===== src/rtl/i2c_rs_pkg.sv =====
package i2c_rs_pkg;

  typedef enum logic [3:0] {
    ST_IDLE,
    ST_ADDR,
    ST_ADDR_ACK,
    ST_SUB,
    ST_SUB_ACK,
    ST_WDATA,
    ST_WDATA_ACK,
    ST_RD_WAIT,
    ST_RD_LOAD,
    ST_RDATA,
    ST_MACK
  } rs_state_t;

  localparam int BYTE_W = 8;

endpackage


===== src/rtl/i2c_line_sync.sv =====
module i2c_line_sync #(
  parameter int LINES  = 2,
  parameter int STAGES = 2
) (
  input  logic             clk,
  input  logic             rst_n,
  input  logic [LINES-1:0] line_i,
  output logic [LINES-1:0] level_o,
  output logic [LINES-1:0] rise_o,
  output logic [LINES-1:0] fall_o
);

  for (genvar g = 0; g < LINES; g++) begin : g_line
    logic [STAGES-1:0] chain;
    logic              last;

    // Idle bus lines are high, so the chain resets to ones.
    always_ff @(posedge clk or negedge rst_n) begin
      if (!rst_n) begin
        chain <= '1;
        last  <= 1'b1;
      end else begin
        chain <= {chain[STAGES-2:0], line_i[g]};
        last  <= chain[STAGES-1];
      end
    end

    assign level_o[g] = chain[STAGES-1];
    assign rise_o[g]  = chain[STAGES-1] & ~last;
    assign fall_o[g]  = ~chain[STAGES-1] & last;
  end

endmodule


===== src/rtl/i2c_cond_detect.sv =====
module i2c_cond_detect (
  input  logic scl_lvl_i,
  input  logic sda_rise_i,
  input  logic sda_fall_i,
  output logic start_o,
  output logic stop_o
);

  // The data line may only move while the clock is high when it marks a bus condition.
  assign start_o = scl_lvl_i & sda_fall_i;
  assign stop_o  = scl_lvl_i & sda_rise_i;

endmodule


===== src/rtl/i2c_rs_fsm.sv =====
module i2c_rs_fsm
  import i2c_rs_pkg::*;
#(
  parameter int          AW     = 7,
  parameter logic [5:0]  DEV_HI = 6'b001110
) (
  input  logic              clk,
  input  logic              rst_n,
  input  logic              scl_lvl,
  input  logic              scl_rise,
  input  logic              scl_fall,
  input  logic              sda_lvl,
  input  logic              start_i,
  input  logic              stop_i,
  input  logic              strap_i,
  input  logic [BYTE_W-1:0] rd_data_i,
  output logic              sda_pull_o,
  output logic [AW-1:0]     reg_addr_o,
  output logic              reg_wr_o,
  output logic [BYTE_W-1:0] reg_wd_o,
  output logic              reg_rd_o
);

  localparam int DW  = BYTE_W;
  localparam int BCW = $clog2(DW);

  rs_state_t         state;
  logic [BCW-1:0]    bitcnt;
  logic [DW-1:0]     shreg;
  logic              byte_full;
  logic [AW-1:0]     ptr;
  logic              inc;
  logic              rw_q;
  logic              mack_q;
  logic              pull;
  logic              wr_q;
  logic              rd_q;
  logic [DW-1:0]     wd_q;

  always_ff @(posedge clk or negedge rst_n) begin
    if (!rst_n) begin
      state     <= ST_IDLE;
      bitcnt    <= '0;
      shreg     <= '0;
      byte_full <= 1'b0;
      ptr       <= '0;
      inc       <= 1'b0;
      rw_q      <= 1'b0;
      mack_q    <= 1'b0;
      pull      <= 1'b0;
      wr_q      <= 1'b0;
      rd_q      <= 1'b0;
      wd_q      <= '0;
    end else begin
      wr_q <= 1'b0;
      rd_q <= 1'b0;
      if (stop_i) begin
        state     <= ST_IDLE;
        pull      <= 1'b0;
        byte_full <= 1'b0;
      end else if (start_i) begin
        state     <= ST_ADDR;
        pull      <= 1'b0;
        bitcnt    <= '0;
        byte_full <= 1'b0;
      end else begin
        case (state)
          ST_ADDR, ST_SUB, ST_WDATA: begin
            if (scl_rise && !byte_full) begin
              shreg  <= {shreg[DW-2:0], sda_lvl};
              bitcnt <= bitcnt + 1'b1;
              if (bitcnt == BCW'(DW - 1)) byte_full <= 1'b1;
            end else if (scl_fall && byte_full) begin
              byte_full <= 1'b0;
              bitcnt    <= '0;
              if (state == ST_ADDR) begin
                if (shreg[DW-1:1] == {DEV_HI, strap_i}) begin
                  pull  <= 1'b1;
                  rw_q  <= shreg[0];
                  state <= ST_ADDR_ACK;
                end else begin
                  state <= ST_IDLE;
                end
              end else if (state == ST_SUB) begin
                ptr   <= shreg[AW-1:0];
                inc   <= shreg[DW-1];
                pull  <= 1'b1;
                state <= ST_SUB_ACK;
              end else begin
                wr_q  <= 1'b1;
                wd_q  <= shreg;
                pull  <= 1'b1;
                state <= ST_WDATA_ACK;
              end
            end
          end
          ST_ADDR_ACK: begin
            if (scl_fall) begin
              pull <= 1'b0;
              if (rw_q) begin
                rd_q  <= 1'b1;
                state <= ST_RD_WAIT;
              end else begin
                state <= ST_SUB;
              end
            end
          end
          ST_SUB_ACK: begin
            if (scl_fall) begin
              pull  <= 1'b0;
              state <= ST_WDATA;
            end
          end
          ST_WDATA_ACK: begin
            if (scl_fall) begin
              pull  <= 1'b0;
              ptr   <= ptr + AW'(inc);
              state <= ST_WDATA;
            end
          end
          ST_RD_WAIT: begin
            ptr   <= ptr + AW'(inc);
            state <= ST_RD_LOAD;
          end
          ST_RD_LOAD: begin
            shreg  <= rd_data_i;
            pull   <= ~rd_data_i[DW-1];
            bitcnt <= '0;
            state  <= ST_RDATA;
          end
          ST_RDATA: begin
            if (scl_fall) begin
              if (bitcnt == BCW'(DW - 1)) begin
                pull   <= 1'b0;
                bitcnt <= '0;
                state  <= ST_MACK;
              end else begin
                bitcnt <= bitcnt + 1'b1;
                shreg  <= {shreg[DW-2:0], 1'b0};
                pull   <= ~shreg[DW-2];
              end
            end
          end
          ST_MACK: begin
            if (scl_rise) begin
              mack_q <= ~sda_lvl;
            end else if (scl_fall) begin
              if (mack_q) begin
                rd_q  <= 1'b1;
                state <= ST_RD_WAIT;
              end else begin
                state <= ST_IDLE;
              end
            end
          end
          default: ;
        endcase
      end
    end
  end

  assign sda_pull_o = pull;
  assign reg_addr_o = ptr;
  assign reg_wr_o   = wr_q;
  assign reg_wd_o   = wd_q;
  assign reg_rd_o   = rd_q;

  // A start condition always leads straight into address reception.
  assert_start_restarts_R3: assert property (@(posedge clk) disable iff (!rst_n)
    start_i |=> (state == ST_ADDR));

  // A stop condition leaves the slave idle with the line released.
  assert_stop_releases_R3: assert property (@(posedge clk) disable iff (!rst_n)
    stop_i |=> (state == ST_IDLE && !sda_pull_o));

  // The slave begins pulling the line low only while the clock is low.
  assert_pull_on_low_R10: assert property (@(posedge clk) disable iff (!rst_n)
    $rose(sda_pull_o) |-> !scl_lvl);

  // A write strobe never coincides with a read strobe.
  assert_strobe_excl_R5: assert property (@(posedge clk) disable iff (!rst_n)
    !(reg_wr_o && reg_rd_o));

  // Each received data byte gives a single-cycle write strobe.
  assert_wr_single_R5: assert property (@(posedge clk) disable iff (!rst_n)
    reg_wr_o |=> !reg_wr_o);

  // Register fetches happen only while the bus clock is low.
  assert_rd_on_low_R6: assert property (@(posedge clk) disable iff (!rst_n)
    reg_rd_o |-> !scl_lvl);

endmodule


===== src/rtl/i2c_reg_slave.sv =====
module i2c_reg_slave #(
  parameter int         REG_AW      = 7,
  parameter int         SYNC_STAGES = 2,
  parameter logic [5:0] DEV_ADDR_HI = 6'b001110
) (
  input  logic              clk,
  input  logic              rst_n,
  input  logic              scl_i,
  input  logic              sda_i,
  output logic              sda_pull_o,
  input  logic              addr_strap_i,
  output logic [REG_AW-1:0] reg_addr_o,
  output logic              reg_wr_o,
  output logic [7:0]        reg_wdata_o,
  output logic              reg_rd_o,
  input  logic [7:0]        reg_rdata_i
);

  localparam int IDX_SCL = 0;
  localparam int IDX_SDA = 1;

  logic [1:0] lvl, rise, fall;
  logic       start_c, stop_c;

  i2c_line_sync #(
    .LINES  (2),
    .STAGES (SYNC_STAGES)
  ) u_sync (
    .clk     (clk),
    .rst_n   (rst_n),
    .line_i  ({sda_i, scl_i}),
    .level_o (lvl),
    .rise_o  (rise),
    .fall_o  (fall)
  );

  i2c_cond_detect u_cond (
    .scl_lvl_i  (lvl[IDX_SCL]),
    .sda_rise_i (rise[IDX_SDA]),
    .sda_fall_i (fall[IDX_SDA]),
    .start_o    (start_c),
    .stop_o     (stop_c)
  );

  i2c_rs_fsm #(
    .AW     (REG_AW),
    .DEV_HI (DEV_ADDR_HI)
  ) u_fsm (
    .clk        (clk),
    .rst_n      (rst_n),
    .scl_lvl    (lvl[IDX_SCL]),
    .scl_rise   (rise[IDX_SCL]),
    .scl_fall   (fall[IDX_SCL]),
    .sda_lvl    (lvl[IDX_SDA]),
    .start_i    (start_c),
    .stop_i     (stop_c),
    .strap_i    (addr_strap_i),
    .rd_data_i  (reg_rdata_i),
    .sda_pull_o (sda_pull_o),
    .reg_addr_o (reg_addr_o),
    .reg_wr_o   (reg_wr_o),
    .reg_wd_o   (reg_wdata_o),
    .reg_rd_o   (reg_rd_o)
  );

endmodule


===== config.mk =====
export PLATFORM = sky130hd
export DESIGN_NAME = i2c_reg_slave
export DESIGN_NICKNAME = d
export VERILOG_FILES = /design/src/rtl/i2c_rs_pkg.sv /design/src/rtl/i2c_line_sync.sv /design/src/rtl/i2c_cond_detect.sv /design/src/rtl/i2c_rs_fsm.sv /design/src/rtl/i2c_reg_slave.sv
export SDC_FILE = /design/constraint.sdc
export NUM_CORES = 1
export LEC_CHECK = 0
export BUFFER_PORTS_ARGS = -buffer_cell sky130_fd_sc_hd__buf_2
export CORE_MARGIN = 1.5
export CORE_UTILIZATION = 52
export DETAILED_ROUTE_END_ITERATION = 16
export PLACE_DENSITY = 0.76
export SLEW_MARGIN = 15
export SYNTH_ARGS = -nofsm -noshare
export SYNTH_HDL_FRONTEND = slang
export SYNTH_SLANG_ARGS = --single-unit

===== constraint.sdc =====
create_clock -name clk -period 1.92 [get_ports clk]
set_clock_uncertainty 0.15 [all_clocks]
set_input_delay 0.096 -clock clk [delete_from_list [all_inputs] [get_ports clk]]
set_output_delay 0.096 -clock clk [all_outputs]
set_load 0.02 [all_outputs]

Word-level counts from Yosys, hierarchy flattened
Cells that the tools add are included.
Word-level totals
  bits in registers: 43
  output and inout bits: 18
  word-level logic and storage cells: 154
Operators by class
  $add $sub $neg: 2
  reductions and logical operators: 23
  multiplexer cells: 63
  equality and inequality tests: 33
  bitwise gates (word level): 17
Operators by type and width (number)
  $mux 4: 11
  $mux 7: 5
  $mux 1: 29
  $pmux 4 s7: 1
  $mux 8: 3
  $pmux 8 s3: 1
  $mux 3: 7
  $pmux 7 s3: 1
  $reduce_and 7->1: 3
  $ne 4x3->1 const B: 5
  $eq 4x3->1 const B: 4
  $eq 4x4->1 const B: 3
  $ne 4x4->1 const B: 3
  $reduce_and 6->1: 2
  $not 1->1: 11
  $ne 2x1->1 const B: 5
  $pmux 3 s3: 1
  $reduce_and 9->1: 1
  $reduce_bool 3->1: 3
  $reduce_bool 9->1: 1
  $eq 4x2->1 const B: 2
  $ne 4x1->1 const B: 2
  $reduce_and 4->1: 2
  $reduce_and 8->1: 1
  20 further kinds: 31

Depth between registers and ports, before layout
Gate-level depths: netlist (run 1).
  depth after elaboration: 8
  mapped depth: 8

Modules after synthesis
From an unflattened synthesis (run 1), not the netlist that was laid out.
Unflattened totals
  cells, all modules: 237
  area, all modules: 2503.7 µm²
Modules (own cells, without submodules)
  i2c_rs_fsm: instances 1, area each 2283.4 µm², cells each 223, sequential area each 925.9 µm²
  i2c_line_sync: instances 1, area each 207.7 µm², cells each 12, sequential area each 157.7 µm²
  i2c_cond_detect: instances 1, area each 12.5 µm², cells each 2, sequential area each 0.0 µm²

Worst setup path after synthesis (run 1)
OpenSTA, ideal clock, no wires.
  path kind: register to register
  start point: register u_fsm.bitcnt[0]
  end point: register u_fsm.shreg[0]
  path slack: -142 ps
  stages on the path, launching flop included: 9
  library setup time: 136 ps
  data required time: 1634 ps
  path buffers: 1
  arrival time: 1776 ps
  cell sequence: dfrtp_1 ha_1 ha_1 or3b_2 a21oi_1 o21ai_1 buf_2 nand2_1 o21ai_0
Between the ends
  longest elaborated chain between the ends: 3
Ends and longest elaborated chain
  start: declaration: line i2c_rs_fsm.sv:28  | logic [BCW-1:0] bitcnt;
  start signal: assignment: line i2c_rs_fsm.sv:71  | bitcnt <= bitcnt + 1'b1;
  start signal: assignment: line i2c_rs_fsm.sv:138  | bitcnt <= bitcnt + 1'b1;
  $eq 3x3->1: line i2c_rs_fsm.sv:133  | if (bitcnt == BCW'(DW - 1)) begin
  $ne 2x2->1 (no line)
  $reduce_and 6->1 (no line)
  end signal: assignment: line i2c_rs_fsm.sv:70  | shreg <= {shreg[DW-2:0], sda_lvl};
  end signal: assignment: line i2c_rs_fsm.sv:126  | shreg <= rd_data_i;
  end signal: assignment: line i2c_rs_fsm.sv:139  | shreg <= {shreg[DW-2:0], 1'b0};
  end: declaration: line i2c_rs_fsm.sv:29  | logic [DW-1:0] shreg;
Every way passes these cells.
A chain may end at the register's enable or synchronous reset.

Worst setup path in the final report (run 1)
  start point: register u_sync.g_line[0].last
  end point: register u_fsm.shreg[1]
Between the ends
  longest elaborated chain between the ends: 5
  elaborated cells between the ends (all ways): 7
  classes of those cells: eq/ne (2); bitwise (3); reduce/logical (2)
Ends and longest elaborated chain
  start: declaration: line i2c_line_sync.sv:15  | logic last;
  start signal: assignment: line i2c_line_sync.sv:24  | last <= chain[STAGES-1];
  $not 1->1: line i2c_line_sync.sv:29  | assign rise_o[g] = chain[STAGES-1] & ~last;
  $and 1x1->1: line i2c_line_sync.sv:29
  $logic_and 1x1->1: line i2c_rs_fsm.sv:69  | if (scl_rise && !byte_full) begin
  $ne 2x1->1 (no line)
  $reduce_and 6->1 (no line) *
Mark *: on every way between the ends. The rest lies on a longest branch, timed or not.

==> qor.yml, run 1 <==
synth:
  netlist_instances: 248
  synth_cell_types: 62
  synth-warning-count: 0
  synthTopCellsByArea: "dfrtp_1, dfstp_2, mux2_2"
  ys_ff_latch: 43
  synth.most_common_cell: "dfrtp_1"
  syn_nets: 265
  synth_top_area_share_pct: 37.1
  yosysTopAreaCell: "dfrtp_1"
  ys.flop_type: "dfrtp_1"
  synth_edf_count: 0
  netlist_area_sq_um: 2490
  synthArstFlopShare_pct: 100
  synth.avg_cell_area_sq_um: 10.1
  synthTopCellsByCount: "dfrtp_1, nand2_1, o21ai_0"
  seq_area_frac_synth_pct: 43.5
cts:
  clk_latency_ns: 0.31
  cts.reportedPaths.clkPinSlew_ns: 0.10
  cts_buffers: 5
  cts.path.max_buffers: 2
  clock-sinks: 43
  clock-root-buffer: "clkbuf_8"
  cts_tree: "built"
  cts.htree.levels: 2
sta:
  tns_ns: -0.400
  rsz0062_at_grt: "yes"
  drv_slew: 0
  worst_pin_slew_ns: 0.625
  fin_crit_ns: 2.02
  holdWs_ns: 0.176
  setup_viol_count_final: 11
  slew-limit-headroom_pct: 58.3
  setup_slack_ns: -0.0988
  period_share_pct: 105
  finalHoldViolCount: 0
  fmax_mhz: 495
die:
  fp-row-count: 25
  die-area_sq_um: 5220
  ios: 31
  die_x_um: 72.3
  initial_utilization_pct: 53.5
  core_sq_um: 4660
  die_y_um: 72.3
setup_path:
  crit_type: "reg -> reg"
  slowest_delay_ns: 0.41
  cp-end-kind: "flip-flop"
  crit_slowest_cell: "dfstp_2"
  crit_required_ns: 1.96
  crit_fanout: 8
  crit_path_start_kind: "flip-flop"
  cp.arrival_ns: 2.06
  path_cells: "buf_4 > or3b_4 > nor3_2 > o21ai_2 > nand2_1 > o21ai_1"
pwr:
  peakVddDrop_mv: 0.702
  p_leak_nw: 1.58
  seqPwrFrac_pct: 30.4
  combPwrFrac_pct: 55.9
  pwr-share-clk_pct: 13.8
  net-switching-power_mw: 1.93
  switching_share_pct: 43.0
  internal_power_mw: 2.56
  power_density_nw_per_um2: 1310
cells_and_area:
  fillCellCount: 316
  fin_cells: 395
  stdcell_area_sq_um: 3430
  drive_gt1_share_pct: 43.1
  antennaDiodeCount: 0
  area_growth_pct: 37.6
  finalNetCount: 357
  seq_area_sq_um: 1080
  multiInputGateArea_sq_um: 1450
hold_path:
  hold_path_class: "in -> async"
routing:
  viasPerCell: 6.27
  drtIter0Drc: 304
  detail-route-antenna-nets: 0
  drc_errors: 0
  vias: 2475
  drt_pre_antenna_iters: 5
  avgRoutedWirePerCell_um: 18.7
  wl_mm: 7.40
global_routing:
  grt_pass1_vias: 2310
  grt_max_degree: 27
  overflow: 0
  grt_pass1_wl_mm: 11.0
  grt.total_usage_pct: 27.6
  antenna_found_initial: 0
place:
  port_buffers: 30
  postPlaceCellArea_sq_um: 3010
  dp_hpwl_mm: 4.78
  dp.cells: 369
  place_ws_ns: -0.0627
  gp_congestion: 0.914
status:
  status: "finished with violations"
  violations: "setup timing"
flow_run:
  drv_cap: 0
[path summary, 6_finish.rpt]
check,startpoint,end,slack [ns],depth (start not counted)
min,rst_n,u_fsm.reg_wr_o,0.18,2
max,u_sync.g_line[0].last,u_fsm.shreg[1],-0.1,6
max reg2reg,u_sync.g_line[0].last,u_fsm.shreg[1],-0.1,6
min in group clk,u_sync.g_line[1].chain[0],u_sync.g_line[1].chain[1],0.21,0
max in group asynchronous,rst_n,u_fsm.reg_addr_o[6],0.82,3
min reg2reg,u_sync.g_line[1].chain[0],u_sync.g_line[1].chain[1],0.21,0
[per-stage QoR]
| step | power [mW] | utilization, % |
|---|---|---|
| after floorplan | 2.68 | - |
| after global placement | 3.40 | 64.5 |
| after detailed placement | 3.46 | 64.5 |
| after CTS | 4.21 | 70.7 |
| after global routing | 4.72 | 73.6 |
| final | 4.48 | 73.6 |
[cell families (layout without fill, tap and decap cells)]
kind of cell    count (synthesis)  count (layout)  share of synthesized area [%]
compound gates                 74              75                           20.3
simple gates                   87              87                           19.5
buf+inv                        18             110                           5.52
xor+xnor                        2               2                          0.703
flops                          43              43                           43.5
mux                            20              20                           8.53
fa+ha+maj                       4               4                           2.01
[critical path: cells and delay by family, from the launching register on]
family                 cells  cell delay (ns)
AO/OA/AOI/OAI              2             0.27
buffers and inverters      1             0.15
flip-flops                 1             0.41
AND/OR/NAND/NOR            3             0.92
[registers in the layout (all words and copies together) (netlist names)]
signal / cells
u_fsm.reg_wd_o: 8
u_fsm.shreg: 8
u_fsm.reg_addr_o: 7
u_fsm.state: 4
u_sync.g_line.chain: 4
u_fsm.bitcnt: 3
u_sync.g_line.last: 2
u_fsm.byte_full: 1
u_fsm.inc: 1
u_fsm.mack_q: 1
u_fsm.reg_rd_o: 1
u_fsm.reg_wr_o: 1
u_fsm.rw_q: 1
u_fsm.sda_pull_o: 1
[repair_timing]
item | in CTS | in global routing
setup buffers | 5 | 1
hold buffers | 11 | 0
pin swaps | 4 | 3
endpoints found under the setup margin | 14 | 31
resized for setup | 9 | 33
cloned | 0 | 1
hold endpoints to repair | 28 | 0
[metal layers]
layer  up-vias  global-route usage (%)  part of all wire (%)
met5         -                       0                     0
met4         0                    10.7                   2.4
met3        23                    5.28                   7.4
met2       128                    44.4                    48
met1      1209                    37.0                    42
li1       1115                       -                     -
[power by group through the flow]
stage / sequential, mW / combinational (mW) / clock (mW)
finish: 1.36 / 2.51 / 0.617
global route: 1.38 / 2.68 / 0.658
global placement: 1.34 / 2.06 / 0
detailed placement: 1.35 / 2.11 / 0
floorplan: 1.38 / 1.31 / 0
CTS: 1.33 / 2.26 / 0.620
[final cells by class]
class,instances,area share (%)
tap,54,1.97
clock buffer,5,2.01
timing repair buffer,97,21.0
sequential,43,31.6
multi-input combinational,188,42.2
clock inverter,3,0.693
inverter,5,0.547
[placed cells by master, fill, tap and decap left out, drive strengths merged, types with 3 or more instances in the layout]
master,n
dfrtp,37
nor3,5
clkbuf,5
or3b,4
a31oi,4
o21ai,25
o211ai,5
inv,6
nand2,21
o22a,4
mux2i,10
nor4,5
buf,86
o31ai,3
or3,3
ha,4
dlygate4sd3,11
a21oi,13
nand2b,7
dfstp,6
nor2,18
nand3,7
mux2,10
and2,4
Power figures use the tool's default switching activity.
==> run 2: changes to the inputs <==
--- a/config.mk
+++ b/config.mk
@@ -10,6 +10,7 @@
 export CORE_UTILIZATION = 52
 export DETAILED_ROUTE_END_ITERATION = 16
 export PLACE_DENSITY = 0.76
+export SKIP_LAST_GASP = 1
 export SLEW_MARGIN = 15
 export SYNTH_ARGS = -nofsm -noshare
 export SYNTH_HDL_FRONTEND = slang
==> qor.yml, run 2 (synthesis results as in run 1) <==
cts:
  clk_latency_ns: 0.31
  cts_buffers: 5
  cts_tree: "built"
  cts.path.max_buffers: 2
  clock-root-buffer: "clkbuf_8"
  cts.htree.levels: 2
  cts.reportedPaths.clkPinSlew_ns: 0.10
  clock-sinks: 43
cells_and_area:
  fin_util_pct: 73.6
  finalNetCount: 357
  drive_gt1_share_pct: 43.1
  area_growth_pct: 37.6
  final_common_cell: "buf_4"
  fin_cells: 395
  antennaDiodeCount: 0
  final_cell_mix: "buf_4, dfrtp_1, buf_2"
routing:
  drc_errors: 0
  avgRoutedWirePerCell_um: 18.7
  drt_pre_antenna_iters: 5
  wl_mm: 7.40
  detail-route-antenna-nets: 0
  vias: 2464
  viasPerCell: 6.24
  drtIter0Drc: 276
pwr:
  power_density_nw_per_um2: 1310
  peakVddDrop_mv: 0.706
  p_leak_nw: 1.58
setup_path:
  crit_fanout: 8
  cp.arrival_ns: 2.05
  r2r_slack_ns: -0.08
  crit_type: "reg -> reg"
  crit_required_ns: 1.96
  cp-end-kind: "flip-flop"
  crit_path_start_kind: "flip-flop"
die:
  die_x_um: 72.3
  die_y_um: 72.3
  die-area_sq_um: 5220
  initial_utilization_pct: 53.5
  fp-row-count: 25
  ios: 31
  core_sq_um: 4660
place:
  port_buffers: 30
  place_ws_ns: -0.0627
  dp_hpwl_mm: 4.78
  dp.cells: 369
  gp_congestion: 0.914
sta:
  finalHoldViolCount: 0
  fin_crit_ns: 2.00
  worst_pin_slew_ns: 0.619
  setup_viol_count_final: 11
  period_share_pct: 104
  fmax_mhz: 499
  drv_slew: 0
  setup_slack_ns: -0.0842
  slew-limit-headroom_pct: 58.7
  rsz0062_at_grt: "yes"
  tns_ns: -0.324
global_routing:
  grt_pass1_vias: 2310
  grt_pass1_wl_mm: 11.0
  grt_max_degree: 27
  overflow: 0
  grt.total_usage_pct: 27.6
  antenna_found_initial: 0
hold_path:
  hold_path_class: "in -> async"
status:
  violations: "setup timing"
  status: "finished with violations"
flow_run:
  drv_cap: 0
==> run 2: cell counts in the layout (fill, tap and decap cells not counted) <==
Identical to the previous run, type by type.
==> run 2: path summary, 6_finish.rpt <==
check | depth (start not counted) | to | start
max | 6 | u_fsm.shreg[1] | u_sync.g_line[0].last
min | 2 | u_fsm.reg_wr_o | rst_n
max reg2reg | 6 | u_fsm.shreg[1] | u_sync.g_line[0].last
min reg2reg | 0 | u_sync.g_line[1].chain[1] | u_sync.g_line[1].chain[0]
max in group asynchronous | 3 | u_fsm.reg_addr_o[6] | rst_n
min in group clk | 0 | u_sync.g_line[1].chain[1] | u_sync.g_line[1].chain[0]
==> run 2: repair_timing <==
action / in CTS / in global routing
hold endpoints to repair: 28 / 0
endpoints found under the setup margin: 14 / 31
pin swaps: 4 / 3
hold buffers: 11 / 0
resized for setup: 9 / 33
setup buffers: 5 / 1
gates cloned: 0 / 1
==> run 2: metal layers <==
| layer | up-vias | share of wire, % | global-route usage, % |
|---|---|---|---|
| met2 | 117 | 48 | 44.4 |
| met4 | 0 | 2.4 | 10.7 |
| met3 | 23 | 6.1 | 5.28 |
| met5 | - | 0 | 0 |
| li1 | 1115 | - | - |
| met1 | 1209 | 43 | 37.0 |
==> run 2: stage by stage <==
step | area (sq um) | hold WS, ns | power (mW)
floorplan | 2510 | -0.350 | 2.68
global placement | 3010 | -0.00954 | 3.40
detailed placement | 3010 | -0.00255 | 3.46
CTS | 3300 | 0.204 | 4.21
global route | 3430 | 0.218 | 4.72
finish | 3430 | 0.170 | 4.48
==> run 2: power by group <==
part,internal (mW),switching [mW],total (mW),leakage (nW)
clock network,0.261,0.359,0.620,0.0408
logic,1.18,1.33,2.50,0.991
registers,1.12,0.240,1.36,0.552
total,2.56,1.93,4.48,1.58
==> run 2: layout make-up <==
class | count | area (sq um)
clock buffers | 5 | 68.8
inverters | 5 | 18.8
clock inverters | 3 | 23.8
well taps | 54 | 67.6
flip-flops and latches | 43 | 1080
multi-input cells | 188 | 1450
fillers | 316 | 1230
repair buffers | 97 | 721
==> run 2: critical path, stage by stage (launching register included) <==
cell     delay [ns]
dfstp_2        0.41
buf_4          0.15
or3b_4         0.40
nor3_2         0.38
o21ai_2        0.20
nand2_1        0.13
o21ai_1        0.07
